$ cat config.mk
export PLATFORM = sky130hd
export DESIGN_NAME = dim_duty_decoder
export DESIGN_NICKNAME = d
export VERILOG_FILES = /design/src/rtl/dim_pkg.sv /design/src/rtl/dim_input_filter.sv /design/src/rtl/dim_period_meter.sv /design/src/rtl/dim_ratio_div.sv /design/src/rtl/dim_level_map.sv /design/src/rtl/dim_duty_decoder.sv
export SDC_FILE = /design/constraint.sdc
export NUM_CORES = 1
export LEC_CHECK = 0
export BUFFER_PORTS_ARGS = -buffer_cell sky130_fd_sc_hd__buf_2
export CAP_MARGIN = 20
export CELL_PAD_IN_SITES_DETAIL_PLACEMENT = 1
export CELL_PAD_IN_SITES_GLOBAL_PLACEMENT = 1
export CORE_MARGIN = 10
export CORE_UTILIZATION = 40
export DETAILED_ROUTE_END_ITERATION = 8
export HOLD_SLACK_MARGIN = 0.06
export PLACE_DENSITY = 0.66
export REMOVE_ABC_BUFFERS = 1
export SYNTH_ARGS = -nofsm -noshare
export SYNTH_HDL_FRONTEND = slang
export SYNTH_SLANG_ARGS = --single-unit
$ cat constraint.sdc
create_clock -name clk_i -period 2.9 [get_ports clk_i]
set_input_delay 0.435 -clock clk_i [delete_from_list [all_inputs] [get_ports clk_i]]
set_output_delay 0.435 -clock clk_i [all_outputs]
set_load 0.02 [all_outputs]
$ cat src/rtl/dim_pkg.sv
`timescale 1ns/1ps
package dim_pkg;

  typedef enum logic [1:0] {
    MODE_DIRECT     = 2'b00,
    MODE_MIXED      = 2'b01,
    MODE_ANALOG     = 2'b10,
    MODE_ANALOG_ALT = 2'b11
  } dim_mode_e;

  typedef enum logic [1:0] {
    LVL_NONE = 2'b00,
    LVL_LOW  = 2'b01,
    LVL_HIGH = 2'b10
  } dc_state_e;

endpackage

$ cat src/rtl/dim_input_filter.sv
`timescale 1ns/1ps
// Two-flop synchroniser followed by a run-length deglitch filter.
module dim_input_filter #(
  parameter int GLITCH_CYC = 3
) (
  input  logic clk_i,
  input  logic rst_ni,
  input  logic pwm_i,
  output logic level_o,
  output logic rise_o
);
  localparam int GW = $clog2(GLITCH_CYC + 1);

  logic [1:0]    sync_q;
  logic [GW-1:0] run_q;
  logic          level_q;
  logic          level_d1_q;

  always_ff @(posedge clk_i or negedge rst_ni) begin
    if (!rst_ni) begin
      sync_q     <= '0;
      run_q      <= '0;
      level_q    <= 1'b0;
      level_d1_q <= 1'b0;
    end else begin
      sync_q     <= {sync_q[0], pwm_i};
      level_d1_q <= level_q;
      if (sync_q[1] == level_q) begin
        run_q <= '0;
      end else if (run_q == GW'(GLITCH_CYC - 1)) begin
        level_q <= sync_q[1];
        run_q   <= '0;
      end else begin
        run_q <= run_q + 1'b1;
      end
    end
  end

  assign level_o = level_q;
  assign rise_o  = level_q & ~level_d1_q;
endmodule

$ cat src/rtl/dim_period_meter.sv
`timescale 1ns/1ps
// Counts period and high time between rising edges; flags a DC input on timeout.
module dim_period_meter #(
  parameter int DC_CYC = 500000,
  parameter int CW     = 19
) (
  input  logic          clk_i,
  input  logic          rst_ni,
  input  logic          level_i,
  input  logic          rise_i,
  output logic          samp_o,
  output logic [CW-1:0] per_o,
  output logic [CW-1:0] hi_o,
  output logic          dc_o,
  output logic          dc_level_o
);
  logic [CW-1:0] per_q;
  logic [CW-1:0] hi_q;
  logic          armed_q;

  always_ff @(posedge clk_i or negedge rst_ni) begin
    if (!rst_ni) begin
      per_q      <= '0;
      hi_q       <= '0;
      armed_q    <= 1'b0;
      samp_o     <= 1'b0;
      per_o      <= '0;
      hi_o       <= '0;
      dc_o       <= 1'b0;
      dc_level_o <= 1'b0;
    end else begin
      samp_o <= 1'b0;
      dc_o   <= 1'b0;
      if (rise_i) begin
        if (armed_q) begin
          samp_o <= 1'b1;
          per_o  <= per_q;
          hi_o   <= hi_q;
        end
        armed_q <= 1'b1;
        per_q   <= CW'(1);
        hi_q    <= CW'(1);
      end else if (per_q == CW'(DC_CYC - 1)) begin
        dc_o       <= 1'b1;
        dc_level_o <= level_i;
        armed_q    <= 1'b0;
        per_q      <= CW'(DC_CYC);
      end else if (per_q < CW'(DC_CYC)) begin
        per_q <= per_q + 1'b1;
        hi_q  <= hi_q + CW'(level_i);
      end
    end
  end
endmodule

$ cat src/rtl/dim_ratio_div.sv
`timescale 1ns/1ps
// Bit-serial restoring divider: quo = floor(num * 2^QW / den), requires num < den.
module dim_ratio_div #(
  parameter int CW = 19,
  parameter int QW = 10
) (
  input  logic          clk_i,
  input  logic          rst_ni,
  input  logic          start_i,
  input  logic [CW-1:0] num_i,
  input  logic [CW-1:0] den_i,
  output logic          done_o,
  output logic [QW-1:0] quo_o,
  output logic [CW-1:0] den_o
);
  localparam int SW = $clog2(QW + 1);

  logic [CW:0]   rem_q;
  logic [SW-1:0] step_q;
  logic          busy_q;
  logic [CW:0]   shl;
  logic          fits;

  assign shl  = {rem_q[CW-1:0], 1'b0};
  assign fits = shl >= {1'b0, den_o};

  always_ff @(posedge clk_i or negedge rst_ni) begin
    if (!rst_ni) begin
      rem_q  <= '0;
      step_q <= '0;
      busy_q <= 1'b0;
      done_o <= 1'b0;
      quo_o  <= '0;
      den_o  <= '0;
    end else begin
      done_o <= 1'b0;
      if (!busy_q) begin
        if (start_i) begin
          busy_q <= 1'b1;
          rem_q  <= {1'b0, num_i};
          den_o  <= den_i;
          quo_o  <= '0;
          step_q <= SW'(QW);
        end
      end else begin
        rem_q  <= fits ? (shl - {1'b0, den_o}) : shl;
        quo_o  <= {quo_o[QW-2:0], fits};
        step_q <= step_q - 1'b1;
        if (step_q == SW'(1)) begin
          busy_q <= 1'b0;
          done_o <= 1'b1;
        end
      end
    end
  end
endmodule

$ cat src/rtl/dim_level_map.sv
`timescale 1ns/1ps
// Maps mode, decoded duty and DC state to amplitude and gate level.
module dim_level_map
  import dim_pkg::*;
#(
  parameter int QW        = 10,
  parameter int AMP_FLOOR = 10
) (
  input  dim_mode_e     mode_i,
  input  logic          have_i,
  input  dc_state_e     dc_i,
  input  logic [QW-1:0] duty_i,
  input  logic          regen_i,
  input  logic          level_i,
  output logic [QW-1:0] amp_o,
  output logic          on_o
);
  localparam logic [QW-1:0] FULL    = '1;
  localparam logic [QW-1:0] QUARTER = QW'(1) << (QW - 2);
  localparam logic [QW-1:0] FLOOR   = QW'(AMP_FLOOR);

  always_comb begin
    amp_o = '0;
    on_o  = 1'b0;
    if (mode_i == MODE_DIRECT) begin
      amp_o = FULL;
      on_o  = level_i;
    end else if (!have_i) begin
      amp_o = '0;
      on_o  = 1'b0;
    end else if (dc_i == LVL_LOW) begin
      amp_o = '0;
      on_o  = 1'b0;
    end else if (dc_i == LVL_HIGH) begin
      amp_o = FULL;
      on_o  = 1'b1;
    end else if (mode_i == MODE_MIXED) begin
      if (duty_i >= QUARTER) begin
        amp_o = duty_i;
        on_o  = 1'b1;
      end else begin
        amp_o = QUARTER;
        on_o  = regen_i;
      end
    end else begin
      amp_o = (duty_i < FLOOR) ? FLOOR : duty_i;
      on_o  = 1'b1;
    end
  end
endmodule

$ cat src/rtl/dim_duty_decoder.sv
`timescale 1ns/1ps
module dim_duty_decoder
  import dim_pkg::*;
#(
  parameter int CH           = 6,
  parameter int CODE_W       = 10,
  parameter int GLITCH_CYC   = 3,
  parameter int DC_CYC       = 500000,
  parameter int MIN_CYC      = 10000,
  parameter int FINE_MIN_CYC = 5000,
  parameter int MID_MIN_CYC  = 2500,
  parameter int AMP_FLOOR    = 10
) (
  input  logic              clk_i,
  input  logic              rst_ni,
  input  logic              pwm_i,
  input  logic [1:0]        mode_i,
  output logic [CODE_W-1:0] amp_o,
  output logic [CH-1:0]     gate_o,
  output logic              valid_o
);
  localparam int CW = $clog2(DC_CYC + 1);
  localparam int RW = CW + 2;
  localparam int SW = $clog2(MIN_CYC + 1);

  logic level, rise;
  logic samp, dc_evt, dc_lvl;
  logic [CW-1:0] samp_per, samp_hi;
  logic div_done;
  logic [CODE_W-1:0] div_quo;
  logic [CW-1:0] div_den;

  dim_input_filter #(.GLITCH_CYC(GLITCH_CYC)) u_filter (
    .clk_i(clk_i), .rst_ni(rst_ni), .pwm_i(pwm_i),
    .level_o(level), .rise_o(rise)
  );

  dim_period_meter #(.DC_CYC(DC_CYC), .CW(CW)) u_meter (
    .clk_i(clk_i), .rst_ni(rst_ni), .level_i(level), .rise_i(rise),
    .samp_o(samp), .per_o(samp_per), .hi_o(samp_hi),
    .dc_o(dc_evt), .dc_level_o(dc_lvl)
  );

  dim_ratio_div #(.CW(CW), .QW(CODE_W)) u_div (
    .clk_i(clk_i), .rst_ni(rst_ni), .start_i(samp),
    .num_i(samp_hi), .den_i(samp_per),
    .done_o(div_done), .quo_o(div_quo), .den_o(div_den)
  );

  // Resolution follows the measured period length.
  logic [CODE_W-1:0] quant;
  always_comb begin
    quant = div_quo;
    if (div_den < CW'(MID_MIN_CYC)) begin
      quant[1:0] = 2'b00;
    end else if (div_den < CW'(FINE_MIN_CYC)) begin
      quant[0] = 1'b0;
    end
  end

  logic [CODE_W-1:0] duty_q;
  dc_state_e         dc_q;
  logic [1:0]        nres_q;
  logic              dc_seen_q;
  logic [SW-1:0]     settle_q;
  logic [RW-1:0]     on_len_q;
  logic [RW-1:0]     regen_cnt_q;

  always_ff @(posedge clk_i or negedge rst_ni) begin
    if (!rst_ni) begin
      duty_q      <= '0;
      dc_q        <= LVL_NONE;
      nres_q      <= '0;
      dc_seen_q   <= 1'b0;
      settle_q    <= '0;
      on_len_q    <= '0;
      regen_cnt_q <= '1;
    end else begin
      if (div_done) begin
        duty_q <= quant;
        dc_q   <= LVL_NONE;
        if (nres_q != 2'd2) nres_q <= nres_q + 1'b1;
      end else if (dc_evt) begin
        dc_q      <= dc_lvl ? LVL_HIGH : LVL_LOW;
        dc_seen_q <= 1'b1;
      end
      if (samp) on_len_q <= {samp_hi, 2'b00};
      if (rise) regen_cnt_q <= '0;
      else if (regen_cnt_q != '1) regen_cnt_q <= regen_cnt_q + 1'b1;
      if (settle_q != SW'(MIN_CYC)) settle_q <= settle_q + 1'b1;
    end
  end

  logic have, regen, map_on;
  logic [CODE_W-1:0] map_amp;
  dim_mode_e mode_e;

  assign have   = ((nres_q == 2'd2) || dc_seen_q) && (settle_q == SW'(MIN_CYC));
  assign regen  = regen_cnt_q < on_len_q;
  assign mode_e = dim_mode_e'(mode_i);

  dim_level_map #(.QW(CODE_W), .AMP_FLOOR(AMP_FLOOR)) u_map (
    .mode_i(mode_e), .have_i(have), .dc_i(dc_q), .duty_i(duty_q),
    .regen_i(regen), .level_i(level), .amp_o(map_amp), .on_o(map_on)
  );

  always_ff @(posedge clk_i or negedge rst_ni) begin
    if (!rst_ni) begin
      amp_o   <= '0;
      valid_o <= 1'b0;
    end else begin
      amp_o   <= map_amp;
      valid_o <= (mode_e == MODE_DIRECT) || have;
    end
  end

  for (genvar c = 0; c < CH; c++) begin : g_chan
    logic en_q;
    always_ff @(posedge clk_i or negedge rst_ni) begin
      if (!rst_ni) en_q <= 1'b0;
      else         en_q <= map_on;
    end
    assign gate_o[c] = en_q;
  end
endmodule

# Word-level counts from Yosys, hierarchy flattened

Cells that the tools add are included.

Register bits: 221
Input port bits: 5
Output and inout bits: 17
Logic and storage cells: 126

Add/subtract/negate cells: 8
Magnitude comparators: 7
Equality and inequality tests: 13
Muxes and demuxes: 47
Bitwise operators: 6
Reduce and logical (&&, ||, !) cells: 17

Operator list:

| kind                                                                   | count |
|---|---|
| 19-bit two-way mux                                                     | 9 |
| 10-bit two-way mux                                                     | 9 |
| 21-bit two-way mux                                                     | 2 |
| 21-bit by 1-bit adder with 21-bit output, second input constant        | 1 |
| 21-bit < comparator                                                    | 1 |
| 21-bit inequality test, second input constant                          | 1 |
| 20-bit by 19-bit >= comparator with 1-bit output                       | 1 |
| 1-bit two-way mux                                                      | 20 |
| 19-bit by 1-bit adder with 19-bit output                               | 1 |
| 19-bit by 1-bit adder with 19-bit output, second input constant        | 1 |
| 19-bit == test, second input constant                                  | 1 |
| 19-bit by 12-bit < comparator with 1-bit output, second input constant | 1 |
| 19-bit by 13-bit < comparator with 1-bit output, second input constant | 1 |
| 19-bit < comparator, second input constant                             | 1 |
| 19-bit subtractor                                                      | 1 |
| 14-bit by 1-bit adder with 14-bit output, second input constant        | 1 |
| 14-bit == test, second input constant                                  | 1 |
| 14-bit inequality test, second input constant                          | 1 |
| 2-bit AND reduction                                                    | 7 |
| 10-bit by 9-bit >= comparator with 1-bit output, second input constant | 1 |
| 10-bit by 4-bit < comparator with 1-bit output, second input constant  | 1 |
| 2-bit two-way mux                                                      | 5 |
| 2-bit nonzero test                                                     | 5 |
| 4-bit two-way mux                                                      | 2 |
| 13 further kinds                                                       | 23 |

# Logic depth before layout (Yosys ltp)

Gate-level depths: netlist of run 1.

Depth after elaboration: 7
Mapped depth: 11
Gate-level depth less buffers: 9

# By module

A second synthesis of run 1 with hierarchy kept.

Cell total of the unflattened synthesis: 1167
Area total of the unflattened synthesis: 11775.0 µm²

Modules (own cells, without submodules):

| module           | instances | cells an instance | area each (µm²) | seq. area each (µm²) |
|---|---|---|---|---|
| dim_duty_decoder | 1         | 364               | 3907.5          | 2053.2 |
| dim_period_meter | 1         | 333               | 3811.2          | 2001.9 |
| dim_ratio_div    | 1         | 413               | 3575.9          | 1351.3 |
| dim_level_map    | 1         | 45                | 269.0           | 0.0 |
| dim_input_filter | 1         | 12                | 211.5           | 150.1 |

# Least setup slack after synthesis of run 1

Ideal clock, no wire load.

Path type: flip-flop to flip-flop
Start point: register u_div.den_o[0]
End point: register u_div.rem_q[18]
Setup time: 0.120 ns
Arrival time: 2.317 ns
Data required time: 2.780 ns
Setup slack: 0.463 ns
Stages on the path, launching flop included: 9
Period minus slack after synthesis: 2.437 ns
Cells stage by stage: dfrtp_1 > fa_1 > nor2b_1 > o211ai_1 > a211oi_2 > o31a_1 > buf_2 > o22ai_1 > a31o_2

Cells in the longest elaborated chain, start to end: 3
Elaborated cells between the ends (all ways): 4
Those cells by class: add/sub (1); order compare (1); mux (2)

Ends and longest elaborated chain:

| element                                                                                      | line                                     | text |
|---|---|---|
| start: declaration                                                                           | dim_ratio_div.sv:14                      | `output logic [CW-1:0] den_o` |
| start signal: assignment                                                                     | dim_ratio_div.sv:41                      | `den_o <= den_i;` |
| 19-bit subtractor / 20-bit by 19-bit >= comparator with 1-bit output (equally long branches) | dim_ratio_div.sv:46, dim_ratio_div.sv:25 |  |
| 19-bit two-way mux (*)                                                                       | dim_ratio_div.sv:46                      | `rem_q <= fits ? (shl - {1'b0, den_o}) : shl;` |
| 19-bit two-way mux (*)                                                                       | dim_ratio_div.sv:37                      | `if (!busy_q) begin` |
| end signal: assignment                                                                       | dim_ratio_div.sv:40                      | `rem_q <= {1'b0, num_i};` |
| end signal: assignment                                                                       | dim_ratio_div.sv:46                      |  |
| end: declaration                                                                             | dim_ratio_div.sv:18                      | `logic [CW:0] rem_q;` |

Every way passes the cells marked *; elsewhere a longest branch is shown, timed or not.
A chain may end at the register's enable or synchronous reset.

# Worst setup path in the final report of run 1

Start point: register settle_q[0]
End point: register g_chan[5].en_q

Cells in the longest elaborated chain, start to end: 4

Ends and longest elaborated chain:

| element                  | line                    | text |
|---|---|---|
| start: declaration       | dim_duty_decoder.sv:65  | `logic [SW-1:0] settle_q;` |
| start signal: assignment | dim_duty_decoder.sv:90  | `if (settle_q != SW'(MIN_CYC)) settle_q <= settle_q + 1'b1;` |
| 14-bit == test           | dim_duty_decoder.sv:98  | `assign have = ((nres_q == 2'd2) \|\| dc_seen_q) && (settle_q == SW'(MIN_CYC));` |
| 1-bit logical AND        | dim_duty_decoder.sv:98  |  |
| 1-bit two-way mux        | dim_level_map.sv:28     | `end else if (!have_i) begin` |
| 1-bit two-way mux        | dim_level_map.sv:25     | `if (mode_i == MODE_DIRECT) begin` |
| via map_on               | dim_duty_decoder.sv:94  | `logic have, regen, map_on;` |
| end signal: assignment   | dim_duty_decoder.sv:121 | `else en_q <= map_on;` |
| end: declaration         | dim_duty_decoder.sv:118 | `logic en_q;` |

The timed path passes the listed nets, and every way through them passes these cells.

==> results_dict.tcl, run 1 <==
set metrics [dict create \
    final_layout_size_suffix_gt1_frac 0.160 \
    max_stage_delay_ns 0.52 \
    holdWs_ns 0.175 \
    hpwl_mm 20.4 \
    seq_area_um2 5560 \
    slew_violations 0 \
    clock_skew_ns 0.00664 \
    num_vias 8412 \
    critPathArrivalTime_ns 3.08 \
    drt_wl_total_mm 28.5 \
    synth_edf_count 0 \
    ys_seq_elements 221 \
    crit_family "compound AO/OA/AOI/OAI gates" \
    p_total_mw 11.9 \
    vias_per_cell 5.44 \
    coreArea_um2 27800 \
    dieArea_um2 35200 \
    setup_tns_ns 0 \
    powerDensity_nw_per_um2 931 \
    status "finished clean" \
    finalSetupViolations 0 \
    clock.fmax_mhz 382 \
    cp_num_buf_inv 1 \
    start_kind "register" \
    grt.total_usage 0.162 \
    p_comb_frac 0.353 \
    placed_cells 1493 \
    fp.dieW_um 188 \
    areaGrowthSynthToFinish_pct 14.1 \
    avgSynthCellArea_um2 10.0 \
    dr.pass1.iters 5 \
    grt_max_degree 82 \
    internal_power_mw 7.71 \
    root_buffer "clkbuf_16" \
    placementRows 61 \
    die_y_um 188 \
    synth-seq-area-share 0.495 \
    drc_errors 0 \
    multi_input_area_um2 5220 \
    hold_buffers 2 \
    cts_sinks 221 \
    met2_usage 0.269 \
    hold_viol 0 \
    final_cells 1547 \
    fin_crit_ns 2.61 \
    synth_area_um2 11200 \
    cp_slowest_cell "a211o_1" \
    ys.flop_type "dfrtp_1" \
    design.portCount 22 \
    fillers 3137 \
    globalplace.congestion 0.799 \
    clkPwrFrac 0.295 \
    ant_nets 0 \
    async_flop_share 1.00 \
    maxSlewHeadroom 0.564 \
    grt_pass1_wl_mm 48.1 \
    wl_per_cell_um 18.4 \
    antenna_cells 0 \
    cts_max_path_buffers 3 \
    cts_setup_buffers 0 \
    start_util 0.404 \
    power_frac_seq 0.352 \
    post-route-period-util 0.902 \
    htreeDepth 1 \
    antenna_found_initial 0 \
    cp-end-kind "register" \
    final_nets 1200 \
    first_iter_violations 460 \
    swShare 0.354 \
    numCtsBuffers 28 \
    cts_tree "done" \
    critPathMaxFanout 13 \
    crit_chain "inv_1, ha_1, or4b_1, nor3_2, nand4_2, a211o_1, a2111o_1, o21ai_1" \
    synthDistinctLibCells 70 \
    grt_overflow_total 0 \
    tightest_slew_ns 0.653 \
    drv_cap 0 \
    synth_warnings 0 \
    power_switching_mw 4.23 \
    clk_pin_slew_ns 0.06 \
    use_met1 0.219 \
    busiest_layer "met2" \
    vdd_drop_max_mv 0.429 \
    numPortBuffers 21 \
    syn_inst 1121 \
    gr-usage-met3 0.0245 \
    insertion_delay_ns 0.54 \
    min_path_type "in -> reg" \
    rsz0062_at_grt "false" \
    cp_data_required_time_ns 3.36 \
    p_leak_nw 5.73 \
    path_class "reg -> reg" \
    grt_pass1_vias 8882 \
    post_cts_resized 0 \
]
## routing by layer
metal / share of wire / wire (um)
met1: 0.48 / 13800
met3: 0.030 / 852
met2: 0.47 / 13500
met4: 0.015 / 428
met5: 0 / 0
## worst paths after layout
kind / slack [ns] / start / cells after the start / to
worst max-delay path: 0.29 / settle_q[0] / 8 / g_chan[5].en_q
worst min-delay path: 0.18 / mode_i[1] / 2 / amp_o[8]
worst max register to register: 0.29 / settle_q[0] / 8 / g_chan[5].en_q
worst min register to register: 0.35 / u_filter.sync_q[0] / 0 / u_filter.sync_q[1]
max in group asynchronous: 1.67 / rst_ni / 3 / u_meter.samp_o
min in group asynchronous: 0.49 / rst_ni / 2 / settle_q[10]
## cell usage after synthesis, drive strengths merged, types with 5 or more instances
master	instances	area (um^2)
nor3	10	60.1
and3	22	138
dfstp	21	552
nand3	38	190
o21a	5	38.8
xnor2	30	263
and2	10	62.6
a31oi	10	62.6
and4	5	43.8
nor2	91	342
a211o	5	43.8
dfrtp	200	5000
o221a	9	101
inv	62	233
nand2	113	427
a21o	12	90.1
clkbuf	40	150
o311ai	5	43.8
nand2b	19	119
o21ai	90	450
nand4	27	175
o31ai	9	81.3
buf	13	78.8
mux2i	6	60.1
mux2	48	541
a211oi	10	80.1
xor2	37	324
o211ai	11	82.6
a21oi	42	210
ha	46	576
nor4	10	68.8
## layout make-up
cell class	count	share of cell area
clock buffers	46	0.0678
clock inverters	5	0.00585
flip-flops and latches	221	0.433
multi-input cells	784	0.407
well taps	378	0.0369
inverters	63	0.0184
repair buffers	50	0.0302
## cells in the final DEF, fill, tap and decap left out, types with 9 or more instances in the layout
cell type / instances
dfrtp_1: 199
nand2_1: 112
nor2_1: 91
o21ai_0: 88
inv_1: 62
mux2_2: 48
ha_1: 46
a21oi_1: 42
nand3_1: 38
xor2_1: 37
xnor2_1: 30
clkbuf_16: 29
nand4_1: 26
buf_4: 23
and3_1: 22
dfstp_2: 21
buf_2: 20
nand2b_1: 19
a21o_1: 12
o211ai_1: 11
a31oi_1: 10
nor4_1: 9
a211oi_1: 9
o221a_2: 9
clkbuf_1: 9
## through the flow
step	setup slack, ns	util	area [um^2]
after CTS	0.284	0.461	12800
after global routing	0.0753	0.462	12800
after detailed placement	0.302	0.427	11900
final	0.286	0.462	12800
after global placement	0.343	0.427	11900
after floorplan	-1.17	-	11000
## power by group through the flow
| stage | clock, mW | combinational (mW) | sequential [mW] |
|---|---|---|---|
| finish | 3.53 | 4.21 | 4.20 |
| global placement | 0 | 4.15 | 4.23 |
| detailed placement | 0 | 4.23 | 4.25 |
| global route | 3.78 | 4.78 | 4.28 |
| CTS | 3.62 | 4.27 | 4.20 |
| floorplan | 0 | 2.94 | 4.16 |
## cell families (layout without fill, tap and decap cells)
group / Yosys count / after routing / synth area share
buffers and inverters: 116 / 164 / 0.0414
adders and majority gates: 47 / 47 / 0.0530
and+or+nand+nor: 371 / 371 / 0.161
AOI/OAI and AO/OA: 245 / 245 / 0.144
muxes: 54 / 54 / 0.0535
DFF: 221 / 221 / 0.495
xor gates and xnor gates: 67 / 67 / 0.0522
## sequential cells by signal, summed over array words and instances, names as in the netlist, 14 cells and up
signal / count
u_div.rem_q: 19
u_div.den_o: 19
on_len_q: 19
u_meter.per_o: 19
settle_q: 14
u_meter.hi_q: 19
u_meter.hi_o: 19
u_meter.per_q: 19
regen_cnt_q: 21
Note: power is estimated with default switching activity, not from simulation.
==> run 2, diff against run 1 <==
==> constraint.sdc (replaced) <==
create_clock -name clk_i -period 2.9 [get_ports clk_i]
set_input_delay 0.145 -clock clk_i [delete_from_list [all_inputs] [get_ports clk_i]]
set_output_delay 0.145 -clock clk_i [all_outputs]
set_load 0.02 [all_outputs]
==> run 2 against run 1 <==
Effect of this change:
- cell count is 0.39% lower
- fmax is 0.29% lower
- via count is 0.18% higher
- critical path depth is 1 lower
- final area is 0.19% higher
- flip-flop and latch count stayed put
- register-to-register slack hardly changed
- die area stayed put
- clock power is 5.9% higher
- first-iteration DRC count is 2.6% lower
- clock skew is 0.0063 ns higher
- routed wire length is 0.51% lower
==> results_dict.tcl, run 2 (same netlist as run 1, synthesis figures left out) <==
set metrics [dict create \
    drc_errors 0 \
    largest-register "regen_cnt_q" \
    post-route-period-util 0.904 \
    maxSlewHeadroom 0.351 \
    fillers 3141 \
    grt_pass1_wl_mm 47.9 \
    final_layout_size_suffix_gt1_frac 0.160 \
    dr.pass1.iters 5 \
    grt.total_usage 0.161 \
    grt_max_degree 79 \
    first_iter_violations 448 \
    cts_max_path_buffers 3 \
    rsz0062_at_grt "false" \
    final_cell_mix "199 x dfrtp_1, 112 x nand2_1, 91 x nor2_1" \
    num_vias 8427 \
    final_cells 1541 \
    start_kind "register" \
    dieArea_um2 35200 \
    hold_viol 0 \
    placed_cells 1490 \
    final_nets 1196 \
    critPathArrivalTime_ns 3.03 \
    critPathMaxFanout 10 \
    insertion_delay_ns 0.53 \
    cts_tree "done" \
    clock_skew_ns 0.0129 \
    clk_pin_slew_ns 0.06 \
    areaGrowthSynthToFinish_pct 14.4 \
    die_y_um 188 \
    drt_wl_total_mm 28.4 \
    root_buffer "clkbuf_16" \
    hpwl_mm 20.4 \
    post_cts_resized 0 \
    numCtsBuffers 26 \
    cts_sinks 221 \
    design.portCount 22 \
    finalSetupViolations 0 \
    tightest_slew_ns 0.969 \
    globalplace.congestion 0.840 \
    holdWs_ns 0.202 \
    clock.fmax_mhz 381 \
    antenna_cells 0 \
    antenna_found_initial 0 \
    grt_overflow_total 0 \
    htreeDepth 1 \
    vias_per_cell 5.47 \
    setup_tns_ns 0 \
    numPortBuffers 21 \
    status "finished clean" \
    ant_nets 0 \
    fin_crit_ns 2.62 \
    powerDensity_nw_per_um2 947 \
    wl_per_cell_um 18.4 \
    grt_pass1_vias 8933 \
    final_common_cell "dfrtp_1" \
    min_path_type "in -> async" \
    largest_reg_flops 21 \
    start_util 0.404 \
    drv_cap 0 \
    p_leak_nw 5.73 \
    placementRows 61 \
    cp_data_required_time_ns 3.31 \
    path_class "reg -> reg" \
    cp-end-kind "register" \
    vdd_drop_max_mv 0.496 \
    fp.dieW_um 188 \
    p_total_mw 12.2 \
    slew_violations 0 \
    coreArea_um2 27800 \
]
[run 2: cell types whose count changed in the layout (fill, tap and decap cells not counted), sizes merged]
cell,change
buf,-4
dlygate4sd3,+2
clkinv,+2
clkinvlp,+2
bufinv,+5
clkbuf,-13
[run 2: power breakdown]
group          switching [mW]  internal (mW)
Combinational            2.38           1.81
Clock                    1.32           2.42
Sequential              0.557           3.68
Total                    4.26           7.91
[run 2: stage by stage]
step	utilization	instance area [um^2]	worst slack [ns]
final	0.462	12800	0.278
after global routing	0.462	12800	0.128
after CTS	0.462	12800	0.294
after detailed placement	0.425	11800	0.330
after global placement	0.425	11800	0.420
after floorplan	-	11000	-1.17
[run 2: layout make-up]
cell class                      instances  area (um^2)  share of cell area
Timing Repair Buffer                   48          365              0.0284
Clock inverter                         14          254              0.0198
Clock buffer                           33          738              0.0575
Inverter                               63          236              0.0184
Tap cell                              378          473              0.0368
Multi-Input combinational cell        784         5220               0.407
Sequential cell                       221         5560               0.433
[run 2: final timing paths]
kind                       slack [ns]  depth (start not counted)          startpoint            endpoint
hold / removal                   0.20                          2              rst_ni        settle_q[10]
setup reg to reg                 0.28                          7     u_div.rem_q[12]     u_div.rem_q[11]
min in group clk_i               0.27                          2               pwm_i  u_filter.sync_q[0]
setup / recovery                 0.28                          7     u_div.rem_q[12]     u_div.rem_q[11]
hold reg to reg                  0.36                          0  u_filter.sync_q[0]  u_filter.sync_q[1]
max in group asynchronous        1.83                          3              rst_ni     regen_cnt_q[17]
[run 2: worst max-delay path: stages, from the launching register on]
cell	delay (ns)
dfrtp_1	0.41
ha_1	0.46
and4_1	0.35
a211oi_1	0.07
o21ai_0	0.36
o31a_1	0.23
nand2_1	0.28
o221a_2	0.35
[run 2: what timing repair did]
item | in CTS | in global routing
endpoints found under the hold margin | 77 | 0
hold buffers | 4 | 0
setup buffers | 0 | 0
[run 2: per-layer routing]
metal | track usage | wire (um) | up-vias
met5 | 0 | 0 | -
met4 | 0.0394 | 610 | 0
met3 | 0.0223 | 758 | 40
met2 | 0.263 | 13300 | 94
met1 | 0.221 | 13700 | 4277
li1 | - | - | 4016
